===== src/rtl/eirq_pkg.sv =====
package eirq_pkg;
    typedef enum logic {
        IRQ_IDLE   = 1'b0,
        IRQ_RAISED = 1'b1
    } irq_state_t;

    localparam int unsigned DEF_SRC    = 16;
    localparam int unsigned DEF_ADDR_W = 4;
endpackage


===== src/rtl/eirq_edge_sync.sv =====
module eirq_edge_sync #(
    parameter int unsigned N_SRC = 16
) (
    input  logic             clk,
    input  logic             rst_n,
    input  logic [N_SRC-1:0] src_in,
    output logic [N_SRC-1:0] rise_pulse
);
    for (genvar g = 0; g < N_SRC; g++) begin : g_lane
        logic meta_q, stab_q, last_q;

        always_ff @(posedge clk) begin
            if (!rst_n) begin
                meta_q <= 1'b0;
                stab_q <= 1'b0;
                last_q <= 1'b0;
            end else begin
                meta_q <= src_in[g];
                stab_q <= meta_q;
                last_q <= stab_q;
            end
        end

        assign rise_pulse[g] = stab_q & ~last_q;
    end
endmodule


===== src/rtl/eirq_regfile.sv =====
module eirq_regfile #(
    parameter int unsigned      N_SRC    = 16,
    parameter int unsigned      ADDR_W   = 4,
    parameter logic [ADDR_W-1:0] FLAG_OFS = 4'h2,
    parameter logic [ADDR_W-1:0] MASK_OFS = 4'hA,
    parameter logic [N_SRC-1:0]  MASK_RST = 16'h0700
) (
    input  logic              clk,
    input  logic              rst_n,
    input  logic [N_SRC-1:0]  rise_pulse,
    input  logic [ADDR_W-1:0] bus_addr,
    input  logic              bus_we,
    input  logic [N_SRC-1:0]  bus_wdata,
    output logic [N_SRC-1:0]  bus_rdata,
    output logic [N_SRC-1:0]  flag_q,
    output logic [N_SRC-1:0]  mask_q
);
    logic             hit_flag, hit_mask;
    logic [N_SRC-1:0] keep_bits;

    assign hit_flag  = bus_we && (bus_addr == FLAG_OFS);
    assign hit_mask  = bus_we && (bus_addr == MASK_OFS);
    assign keep_bits = hit_flag ? bus_wdata : {N_SRC{1'b1}};

    always_ff @(posedge clk) begin
        if (!rst_n) begin
            flag_q <= '0;
            mask_q <= MASK_RST;
        end else begin
            flag_q <= (flag_q & keep_bits) | rise_pulse;
            if (hit_mask) mask_q <= bus_wdata;
        end
    end

    always_comb begin
        if (bus_addr == FLAG_OFS)      bus_rdata = flag_q;
        else if (bus_addr == MASK_OFS) bus_rdata = mask_q;
        else                           bus_rdata = '0;
    end

    AST_FLAG_HOLD: assert property (@(posedge clk) disable iff (!rst_n)
        (!hit_flag && rise_pulse == '0) |=> $stable(flag_q));
    AST_EDGE_WINS: assert property (@(posedge clk) disable iff (!rst_n)
        (rise_pulse != '0) |=> ((flag_q & $past(rise_pulse)) == $past(rise_pulse)));
    AST_WRITE_NO_SET: assert property (@(posedge clk) disable iff (!rst_n)
        (rise_pulse == '0) |=> ((flag_q & ~$past(flag_q)) == '0));
    AST_MASK_HOLD: assert property (@(posedge clk) disable iff (!rst_n)
        !hit_mask |=> $stable(mask_q));
endmodule


===== src/rtl/eirq_irq_fsm.sv =====
module eirq_irq_fsm
    import eirq_pkg::*;
#(
    parameter int unsigned N_SRC = 16
) (
    input  logic             clk,
    input  logic             rst_n,
    input  logic [N_SRC-1:0] flag_q,
    input  logic [N_SRC-1:0] mask_q,
    output logic             irq_out
);
    irq_state_t state_q, state_d;
    logic       any_live;

    assign any_live = |(flag_q & ~mask_q);

    always_comb begin
        state_d = state_q;
        unique case (state_q)
            IRQ_IDLE:   if (any_live)  state_d = IRQ_RAISED; // RAISE
            IRQ_RAISED: if (!any_live) state_d = IRQ_IDLE;   // DROP
        endcase
    end

    always_ff @(posedge clk) begin
        if (!rst_n) state_q <= IRQ_IDLE;
        else        state_q <= state_d;
    end

    always_comb begin
        irq_out = (state_q == IRQ_RAISED);
    end

    AST_IRQ_RISE: assert property (@(posedge clk) disable iff (!rst_n)
        any_live |=> irq_out);
    AST_IRQ_FALL: assert property (@(posedge clk) disable iff (!rst_n)
        !any_live |=> !irq_out);
endmodule


===== src/rtl/edge_flag_irq_ctrl.sv =====
module edge_flag_irq_ctrl
    import eirq_pkg::*;
#(
    parameter int unsigned       N_SRC    = DEF_SRC,
    parameter int unsigned       ADDR_W   = DEF_ADDR_W,
    parameter logic [ADDR_W-1:0] FLAG_OFS = 4'h2,
    parameter logic [ADDR_W-1:0] MASK_OFS = 4'hA,
    parameter logic [N_SRC-1:0]  MASK_RST = 16'h0700
) (
    input  logic              clk,
    input  logic              rst_n,
    input  logic [N_SRC-1:0]  src_in,
    input  logic [ADDR_W-1:0] bus_addr,
    input  logic              bus_we,
    input  logic [N_SRC-1:0]  bus_wdata,
    output logic [N_SRC-1:0]  bus_rdata,
    output logic              irq_out
);
    logic [N_SRC-1:0] rise_pulse, flag_q, mask_q;

    eirq_edge_sync #(.N_SRC(N_SRC)) u_sync (
        .clk(clk), .rst_n(rst_n), .src_in(src_in), .rise_pulse(rise_pulse)
    );

    eirq_regfile #(
        .N_SRC(N_SRC), .ADDR_W(ADDR_W), .FLAG_OFS(FLAG_OFS),
        .MASK_OFS(MASK_OFS), .MASK_RST(MASK_RST)
    ) u_regs (
        .clk(clk), .rst_n(rst_n), .rise_pulse(rise_pulse),
        .bus_addr(bus_addr), .bus_we(bus_we), .bus_wdata(bus_wdata),
        .bus_rdata(bus_rdata), .flag_q(flag_q), .mask_q(mask_q)
    );

    eirq_irq_fsm #(.N_SRC(N_SRC)) u_fsm (
        .clk(clk), .rst_n(rst_n), .flag_q(flag_q), .mask_q(mask_q),
        .irq_out(irq_out)
    );
endmodule


===== config.mk =====
export PLATFORM = sky130hd
export DESIGN_NAME = edge_flag_irq_ctrl
export DESIGN_NICKNAME = d
export VERILOG_FILES = /design/src/rtl/eirq_pkg.sv /design/src/rtl/eirq_edge_sync.sv /design/src/rtl/eirq_regfile.sv /design/src/rtl/eirq_irq_fsm.sv /design/src/rtl/edge_flag_irq_ctrl.sv
export SDC_FILE = /design/constraint.sdc
export NUM_CORES = 1
export LEC_CHECK = 0
export BUFFER_PORTS_ARGS = -buffer_cell sky130_fd_sc_hd__buf_4
export CAP_MARGIN = 25
export CORE_MARGIN = 5
export CORE_UTILIZATION = 50
export DETAILED_ROUTE_END_ITERATION = 10
export PLACE_DENSITY = 0.72
export SLEW_MARGIN = 20
export SYNTH_ARGS = -nofsm -noshare
export SYNTH_HDL_FRONTEND = slang
export SYNTH_SLANG_ARGS = --single-unit

===== constraint.sdc =====
create_clock -name clk -period 1.5 [get_ports clk]
set_input_delay 0.075 -clock clk [delete_from_list [all_inputs] [get_ports clk]]
set_output_delay 0.075 -clock clk [all_outputs]
set_load 0.03 [all_outputs]

# Word level (Yosys, flattened, before mapping)
# Index checks and enable logic that the tools add are counted.
classes:
  bitwise_logic: 36
  n_mux: 4
  reduce_logical: 3
  n_eq_ne: 2
ops:
  columns: ["op", "count"]
  rows:
  - ["$mux W16", 3]
  - ["$and A16 B16 Y16", 2]
  - ["$and A1 B1 Y1", 16]
  - ["$not A1 Y1", 16]
  - ["$not A16 Y16", 1]
  - ["$or A16 B16 Y16", 1]
  - ["$reduce_or A16 Y1", 1]
  - ["$eq A4 B2 Y1 const B", 1]
  - ["$eq A4 B4 Y1 const B", 1]
  - ["$logic_and A1 B1 Y1", 2]
  - ["$mux W1", 1]
word_totals:
  out_inout_bits: 17
  inputBits: 39
  register_bits: 81
  word_cells: 96

# Longest topological paths before layout
# Gate-level depths: netlist of run 1.
logic_depth:
  ltp_word: 5
  ltp_mapped: 6

# Hierarchy
# Synthesis of run 1 repeated with hierarchy kept, for this count alone.
hier_totals:
  hier_cells: 307
  area_unflattened_um2: 2985.4
modules_own_cells:
  columns: ["module", "seq_area_each_um2", "cells_per_inst", "area_each_um2", "n_inst"]
  rows:
  - ["eirq_regfile", 640.6, 163, 1426.4, 1]
  - ["eirq_edge_sync", 960.9, 117, 1405.1, 1]
  - ["eirq_irq_fsm", 20.0, 27, 153.9, 1]

# Worst setup path before layout of run 1
# OpenSTA, ideal clock, no wires.
synth_path:
  path_kind: "input-to-output"
  start: "input port bus_addr[2]"
  end: "output port bus_rdata[10]"
  t_arrival_ns: 1.058
  cell_stages: 3
  path_slack_ns: 0.367
  path_buffers: 1
  cell_sequence: "nor4b_4 > buf_2 > a22o_1"
synth_via:
  elab_chain_len: 3
  word_cells_on_any_way: 4
  classes_between: "eq/ne (2); mux (2)"
synth_rtl:
  columns: ["element", "line_no", "source"]
  rows:
  - ["start, declared", "edge_flag_irq_ctrl.sv:13", "input logic [ADDR_W-1:0] bus_addr,"]
  - ["$eq A4 B4 Y1", "eirq_regfile.sv:37", "else if (bus_addr == MASK_OFS) bus_rdata = mask_q;"]
  - ["$mux W16", "eirq_regfile.sv:37", null]
  - ["$mux W16 (*)", "eirq_regfile.sv:36", "if (bus_addr == FLAG_OFS) bus_rdata = flag_q;"]
  - ["end, declared", "edge_flag_irq_ctrl.sv:16", "output logic [N_SRC-1:0] bus_rdata,"]
# Mark *: on every way between the ends. The rest lies on a longest branch, timed or not.

# Final worst setup path of run 1
layout_path:
  start: "input port bus_addr[2]"
  end: "output port bus_rdata[14]"
# Same word-level chain as after synthesis.

==> reports/results.ini, run 1 <==
[run_status]
status = complete, no violations

[floorplanning]
initial_core_util = 0.511
rows = 27
die_h_um = 84.8
core_um2 = 5470
dieArea_um2 = 7190
io_pins = 56
die_x_um = 84.8

[timing]
hold_viol = 0
holdWs_ns = 0.0843
slew_headroom = 0.682
period_minus_slack_ns = 1.28
rsz0062_at_grt = false
worstMarginPinSlew_ns = 0.477
skew_ns = 0.00744
fin_crit_sh = 0.855
final-setup-viol-count = 0
slew_viol_final = 0
fin_tns_setup_ns = 0
fmax_mhz = 780

[pwr]
leakagePower_nw = 1.70
combPwrFrac = 0.086
p_per_area_nw_per_um2 = 1130
p_clk_frac = 0.388
p_sw_frac = 0.209
vdd_drop_max_mv = 0.672
p_seq_frac = 0.526
p_int_w = 0.00341
p_sw_w = 0.000903

[layout]
area_growth_pct = 36.5
register_area_um2 = 1620
antenna_cells = 0
design_area_um2 = 3820
multi_input_area_um2 = 997
fillerInstances = 454
nNetsFinal = 415
drive_gt1_frac = 0.229
fin_util = 0.698
layout.cells.non_filler = 452

[worst_setup_path]
crit_required_ns = 1.42
cp-start-kind = input pin
reg2reg_depth = 4
rr_endpoint = u_fsm.irq_out$_SDFF_PN0_
cp-end-kind = output pin
cp-startpoint = bus_addr[2]
r2r-start = u_regs.mask_q[8]$_SDFFE_PN1P_
ff2ff_setup_slack_ns = 0.49
crit_arrival_ns = 1.21
worstPathMaxFanout = 12
path_class = in2out

[flow_run]
drv_cap = 0

[route]
drt-pass1-iter-count = 4
antenna_left = 0
routedWlPerCell_um = 13.3
drt-total-wl_mm = 6.00
drt-vias-per-instance = 4.96
dr_total_vias = 2243
route.detailed.drc = 0
drt_first_iter_violations = 143

[place]
port_buffers = 55
placedInstanceArea_um2 = 3290
dp.cells = 405
hpwlAfterDp_mm = 3.89
finalWeightedCongestion = 0.831

[global_route]
track_usage = 0.178
grt_max_degree = 36
antenna_found_initial = 0
grt_pass1_wl_mm = 10.2
grt_pass1_vias = 2216
grt_overflow = 0

[clock_network]
cts_tree = built
clock_tree.root_cell = clkbuf_8
clk_pin_slew_worst_paths_ns = 0.07
numCtsBuffers = 9
clockBufferDepth = 2
clk_latency_ns = 0.34
clock_sinks = 81
htreeDepth = 3

[synthesis]
ys_ff_latch = 81
seq_area_frac_synth = 0.580
ys_warn_count = 0
syn_area_per_cell_um2 = 9.71
ys_types = 23
synth_area_um2 = 2800
syn-num-nets = 327
synth_cells = 288

[hold_path]
min_from = rst_n
hold_path.class = in2reg
hold_depth = 2
whs_endpoint = u_regs.mask_q[9]$_SDFFE_PN1P_

## placed cells by master (no fill, tap or decap)
cell type | netlist | routed
dfxtp_1 | 81 | 81
buf_4 | 0 | 62
nand2_1 | 33 | 33
and2_1 | 32 | 32
dlygate4sd3_1 | 0 | 32
inv_1 | 30 | 30
nand3_1 | 19 | 19
a22o_1 | 16 | 16
a21oi_1 | 13 | 13
o22ai_1 | 11 | 11
o21ai_1 | 10 | 10
clkbuf_8 | 0 | 10
o211ai_2 | 9 | 9
o21ai_0 | 6 | 6
nand2b_1 | 3 | 3
a221oi_1 | 2 | 2
clkbuf_1 | 8 | 2
bufinv_16 | 0 | 2
nor4bb_4 | 0 | 1
nor4b_4 | 1 | 1
o2111ai_1 | 1 | 1
nor3_1 | 1 | 1
a31oi_1 | 1 | 1
nand2_2 | 1 | 1
clkinv_2 | 0 | 1
## synthesized netlist by cell type (all sizes together)
master | count | area (um2)
nor3 | 1 | 5.00
buf | 9 | 50.0
o22ai | 11 | 68.8
o2111ai | 1 | 8.76
inv | 30 | 113
nand3 | 19 | 95.1
dfxtp | 81 | 1620
a31oi | 1 | 6.26
clkbuf | 8 | 30.0
a22o | 16 | 140
a221oi | 2 | 17.5
nand2b | 3 | 18.8
o211ai | 9 | 113
o21ai | 16 | 80.1
a21oi | 13 | 65.1
nor4bb | 1 | 10.0
nand2 | 34 | 130
and2 | 32 | 200
nor4b | 1 | 23.8
## worst max-delay path by stage
stage / to / cells after the start
floorplan: bus_rdata[10] / 3
global placement: u_regs.flag_q[3]$_SDFF_PN0_ / 5
detailed placement: u_regs.flag_q[9]$_SDFF_PN0_ / 5
CTS: bus_rdata[14] / 5
global route: bus_rdata[14] / 5
finish: bus_rdata[14] / 5
## flip-flops by register name, indices dropped and copies added (netlist names)
name	cells
u_regs.flag_q	16
u_sync.g_lane.stab_q	16
u_fsm.irq_out	1
u_sync.g_lane.meta_q	16
u_regs.mask_q	16
u_sync.g_lane.last_q	16
## area by class of cell
class	count	share of cell area
clock buffer	12	0.0380
clock inverter	3	0.0170
inverter	30	0.0295
multi-input combinational	160	0.261
sequential	81	0.425
tap	72	0.0236
timing repair buffer	94	0.206
## what timing repair did
item / CTS / global route
endpoints found under the setup margin: 0 / 0
hold endpoints to repair: 39 / 0
gates resized for setup: 0 / 0
setup buffers: 0 / 0
hold buffers: 32 / 0
## cells by family after synthesis
kind of cell	synth area share
flip-flops	0.580
AO/OA/AOI/OAI	0.179
AND/OR/NAND/NOR	0.173
buffers and inverters	0.0689
## metal layers
metal	vias to the layer above	routed length, um	track usage	part of all wire
met4	0	105	0.0906	0.018
met5	-	0	0	0
li1	1135	-	-	-
met2	64	2900	0.292	0.48
met3	10	399	0.0520	0.067
met1	1034	2590	0.212	0.43
## through the flow
step                setup WS (ns)  total power [W]
floorplan                   0.367          0.00247
global placement            0.204          0.00262
detailed placement          0.155          0.00263
CTS                         0.211          0.00436
global route                0.162          0.00449
finish                      0.218          0.00432
## power by group through the flow
stage                     sequential [W]  clock (W)  combinational (W)
after detailed placement         0.00232          0           0.000305
after global routing             0.00228    0.00181           0.000408
final                            0.00227    0.00167           0.000370
after CTS                        0.00227    0.00171           0.000372
after floorplan                  0.00232          0           0.000156
after global placement           0.00232          0           0.000299
## critical path: stages
cell and delay [ns]:
buf_4 0.13, nor4bb_4 0.38, buf_4 0.26, a22o_1 0.19, buf_4 0.17
Power figures use the tool's default switching activity.
==> inputs of run 2 (changes only) <==
MAX_ROUTING_LAYER = met4   (was unset)
SLEW_MARGIN = unset   (was 20)
==> reports/results.ini, run 2 (synthesis gave the netlist of run 1 again) <==
[floorplanning]
initial_core_util = 0.511  ; unchanged
die_h_um = 84.8  ; unchanged
io_pins = 56  ; unchanged
rows = 27  ; unchanged
core_um2 = 5470  ; unchanged
die_x_um = 84.8  ; unchanged
dieArea_um2 = 7190  ; unchanged

[timing]
slew_headroom = 0.685  ; +0.00336
period_minus_slack_ns = 1.29  ; +0.00267 ns
worstMarginPinSlew_ns = 0.472  ; -0.00504 ns
final-setup-viol-count = 0  ; unchanged
slew_viol_final = 0  ; unchanged
timing.final.ws_setup_ns = 0.215  ; -0.00267 ns
skew_ns = 0.00739  ; -0.0000583 ns
hold_viol = 0  ; unchanged
rsz0062_at_grt = false
fin_tns_setup_ns = 0  ; unchanged
fmax_mhz = 778  ; -0.21%
fin_crit_sh = 0.857  ; +0.00178

[pwr]
p_sw_frac = 0.210  ; +0.000211
total_power_w = 0.00432  ; about the same
p_seq_frac = 0.526  ; about the same
p_clk_frac = 0.388  ; about the same
p_per_area_nw_per_um2 = 1130  ; about the same
p_int_w = 0.00341  ; about the same
vdd_drop_max_mv = 0.672  ; about the same
leakagePower_nw = 1.70  ; unchanged
p_sw_w = 0.000904  ; +0.12%
combPwrFrac = 0.086  ; about the same

[clock_network]
cts_tree = built
postCtsSetupBuffers = 0  ; unchanged
clk_latency_ns = 0.35  ; about the same
clk_pin_slew_worst_paths_ns = 0.07  ; about the same
clock_tree.root_cell = clkbuf_8
ctsHoldBuffers = 32  ; unchanged
htreeDepth = 3  ; unchanged
clockBufferDepth = 2  ; unchanged
cts_resized = 0  ; unchanged
clock_sinks = 81  ; unchanged
numCtsBuffers = 9  ; unchanged

[global_route]
grt_max_degree = 36  ; unchanged
antenna_found_initial = 0  ; unchanged
grt_pass1_wl_mm = 10.2  ; about the same
track_usage = 0.184  ; +0.00577
grt_pass1_vias = 2218  ; +0.090%
busiest_layer = met2
met3_usage = 0.0500  ; -0.00196
use_met2 = 0.292  ; unchanged
grt_overflow = 0  ; unchanged
grt.met1_usage = 0.215  ; +0.00242

[flow_run]
drv_cap = 0  ; unchanged

[place]
port_buffers = 55  ; unchanged
dp.cells = 405  ; unchanged
hpwlAfterDp_mm = 3.89  ; unchanged
finalWeightedCongestion = 0.844  ; +1.5%
dp_slack_ns = 0.155  ; unchanged

[route]
routedWlPerCell_um = 13.3  ; +0.22%
drt-pass1-iter-count = 4  ; unchanged
antenna_left = 0  ; unchanged
drt-total-wl_mm = 6.01  ; +0.22%
route.detailed.drc = 0  ; unchanged
drt_first_iter_violations = 156  ; +9.1%
drt-vias-per-instance = 4.94  ; -0.53%
dr_total_vias = 2231  ; -0.53%

[hold_path]
hold_path.class = in2reg
min_from = rst_n

[worst_setup_path]
worstPathMaxFanout = 12  ; unchanged
crit_arrival_ns = 1.21  ; about the same
crit_required_ns = 1.42  ; about the same
cp-end-kind = output pin
ff2ff_setup_slack_ns = 0.49  ; about the same
path_class = in2out
cp-startpoint = bus_addr[2]
r2r-start = u_regs.mask_q[8]$_SDFFE_PN1P_
cp-start-kind = input pin

[run_status]
status = complete, no violations

[layout]
fillerInstances = 454  ; unchanged
layout_common_cells = dfxtp_1, buf_4, nand2_1
layout.cells.non_filler = 452  ; unchanged
fin_util = 0.698  ; unchanged
layout_commonest_cell = dfxtp_1
nNetsFinal = 415  ; unchanged
area_growth_pct = 36.5  ; unchanged
drive_gt1_frac = 0.229  ; unchanged
antenna_cells = 0  ; unchanged

## run 2: cell counts in the layout (fill, tap and decap cells not counted)
Identical to the previous run, type by type.
## run 2: layout make-up
class / instances / area, um2 / share of cell area
Sequential cell: 81 / 1620 / 0.425
Multi-Input combinational cell: 160 / 997 / 0.261
Timing Repair Buffer: 94 / 786 / 0.206
Clock buffer: 12 / 145 / 0.0380
Inverter: 30 / 113 / 0.0295
Tap cell: 72 / 90.1 / 0.0236
Clock inverter: 3 / 65.1 / 0.0170
## run 2: metal layers
metal | vias to the layer above | part of all wire
met1 | 1023 | 0.42
met2 | 63 | 0.49
met4 | 0 | 0.017
li1 | 1135 | -
met5 | - | 0
met3 | 10 | 0.067
## run 2: through the flow
stage               area, um2  hold slack (ns)
floorplan                2800            0.202
global placement         3290            0.283
detailed placement       3290            0.286
CTS                      3820           0.0684
global route             3820           0.0833
finish                   3820           0.0797
## run 2: path summary, 6_finish.rpt
| path | end | cells past startpoint |
|---|---|---|
| max reg2reg | u_fsm.irq_out$_SDFF_PN0_ | 4 |
| min | u_regs.mask_q[8]$_SDFFE_PN1P_ | 2 |
| max | bus_rdata[14] | 5 |
| min reg2reg | u_regs.flag_q[14]$_SDFF_PN0_ | 1 |
## run 2: worst max-delay path, stage by stage
cell	delay (ns)
buf_4	0.13
nor4bb_4	0.39
buf_4	0.26
a22o_1	0.19
buf_4	0.17
## run 2: power groups by stage
stage	clock (W)	combinational, W	sequential (W)
after floorplan	0	0.000156	0.00232
after detailed placement	0	0.000305	0.00232
after global placement	0	0.000299	0.00232
after CTS	0.00171	0.000372	0.00227
final	0.00167	0.000370	0.00227
after global routing	0.00181	0.000408	0.00228
==> inputs of run 3 (changes only) <==
PLACE_DENSITY = 0.74   (was 0.72)
==> reports/results.ini, run 3 (synthesis gave the netlist of run 1 again) <==
[pwr]
p_sw_w = 0.000961  ; +6.3%
p_int_w = 0.00371  ; +8.9%
total_power_w = 0.00468  ; +8.3%
p_per_area_nw_per_um2 = 1210  ; +6.6%
p_clk_frac = 0.435  ; +0.047
p_sw_frac = 0.206  ; -0.00395
leakagePower_nw = 1.73  ; +1.4%
combPwrFrac = 0.079  ; -0.007
vdd_drop_max_mv = 0.863  ; +28%
p_seq_frac = 0.486  ; -0.040

[timing]
skew_ns = 0.00482  ; -0.00256 ns
slew_headroom = 0.706  ; +0.0205
period_minus_slack_ns = 1.24  ; -0.0484 ns
fmax_mhz = 809  ; +3.9%
hold_viol = 0  ; unchanged
fin_tns_setup_ns = 0  ; unchanged
final-setup-viol-count = 0  ; unchanged
rsz0062_at_grt = false
worstMarginPinSlew_ns = 0.440  ; -0.0318 ns
fin_crit_sh = 0.824  ; -0.0323
slew_viol_final = 0  ; unchanged

[route]
drt_first_iter_violations = 168  ; +7.7%
route.detailed.drc = 0  ; unchanged
dr_total_vias = 2219  ; -0.54%
drt-vias-per-instance = 4.91  ; -0.54%
drt-total-wl_mm = 5.87  ; -2.4%
routedWlPerCell_um = 13.0  ; -2.4%
drt-pass1-iter-count = 4  ; unchanged
antenna_left = 0  ; unchanged

[place]
hpwlAfterDp_mm = 3.76  ; -3.3%
port_buffers = 55  ; unchanged
finalWeightedCongestion = 0.825  ; -2.3%

[clock_network]
postCtsSetupBuffers = 0  ; unchanged
cts_tree = built
htreeDepth = 3  ; unchanged
clock_tree.root_cell = clkbuf_8
clock_sinks = 81  ; unchanged
clockBufferDepth = 2  ; unchanged
numCtsBuffers = 9  ; unchanged
clk_pin_slew_worst_paths_ns = 0.08  ; about the same
clk_latency_ns = 0.34  ; about the same

[layout]
fillerInstances = 427  ; -5.9%
antenna_cells = 0  ; unchanged
nNetsFinal = 414  ; -0.24%
layout_common_cells = dfxtp_1, buf_4, nand2_1
area_growth_pct = 38.7
register_area_um2 = 1620  ; unchanged
drive_gt1_frac = 0.234  ; +0.00526
layout_commonest_cell = dfxtp_1
multi_input_area_um2 = 997  ; unchanged

[floorplanning]
rows = 27  ; unchanged
initial_core_util = 0.511  ; unchanged
core_um2 = 5470  ; unchanged
dieArea_um2 = 7190  ; unchanged
io_pins = 56  ; unchanged
die_h_um = 84.8  ; unchanged
die_x_um = 84.8  ; unchanged

[worst_setup_path]
crit_required_ns = 1.42  ; about the same
path_class = in2out
worstPathMaxFanout = 33  ; +21
cp-start-kind = input pin
crit_arrival_ns = 1.16  ; -0.05 ns
cp-end-kind = output pin

[global_route]
grt_overflow = 0  ; unchanged
grt_pass1_wl_mm = 9.78  ; -4.4%
antenna_found_initial = 0  ; unchanged
track_usage = 0.178  ; -0.00652
grt_max_degree = 34  ; -5.6%
grt_pass1_vias = 2157  ; -2.8%

[flow_run]
drv_cap = 0  ; unchanged

[run_status]
status = complete, no violations

[hold_path]
hold_path.class = in2reg

[run 3: worst paths after layout]
kind                                    to  cells past startpoint                               start  slack [ns]
max                          bus_rdata[14]                      5                         bus_addr[2]        0.26
min reg2reg    u_regs.flag_q[2]$_SDFF_PN0_                      1  u_sync.g_lane[2].last_q$_SDFF_PN0_        0.40
min          u_regs.mask_q[0]$_SDFFE_PN0P_                      3                              bus_we        0.11
max reg2reg       u_fsm.irq_out$_SDFF_PN0_                      4       u_regs.mask_q[8]$_SDFFE_PN1P_        0.49
[run 3: what timing repair did]
| action | in CTS | in global routing |
|---|---|---|
| hold endpoints to repair | 38 | 0 |
| hold buffers | 32 | 0 |
| gates resized for setup | 0 | 0 |
[run 3: power by group through the flow]
stage          registers, W  logic (W)  clock network, W
2_1_floorplan       0.00232   0.000156                 0
3_3_place_gp        0.00232   0.000299                 0
3_5_place_dp        0.00232   0.000303                 0
4_1_cts             0.00227   0.000371           0.00207
5_1_grt             0.00228   0.000407           0.00216
6_report            0.00227   0.000370           0.00204
[run 3: final cells by class]
cell class	count	area share
clock buffer	9	0.0319
clock inverter	7	0.0368
inverter	30	0.0290
tap	72	0.0232
sequential	81	0.418
multi-input combinational	160	0.257
timing repair buffer	93	0.204
[run 3: metal layers]
layer	global-route usage	part of all wire	vias to the layer above	wire (um)
li1	-	-	1142	-
met1	0.209	0.43	1000	2540
met2	0.280	0.48	69	2840
met3	0.0432	0.066	8	388
met4	0.0935	0.016	0	91
met5	-	0	-	0
[run 3: critical path, stage by stage]
cell and delay, ns:
buf_4 0.13, nor4bb_4 0.34, buf_12 0.23, a22o_1 0.20, buf_4 0.17
[run 3: through the flow]
step / worst slack (ns) / hold slack (ns) / util / instance area, um2 / cells
2_1_floorplan: 0.367 / 0.202 / - / 2800 / 288
3_3_place_gp: 0.214 / 0.282 / 0.602 / 3290 / 404
3_5_place_dp: 0.171 / 0.285 / 0.602 / 3290 / 404
4_1_cts: 0.254 / 0.100 / 0.709 / 3880 / 452
5_1_grt: 0.215 / 0.104 / 0.709 / 3880 / 452
6_report: 0.263 / 0.112 / 0.709 / 3880 / 452
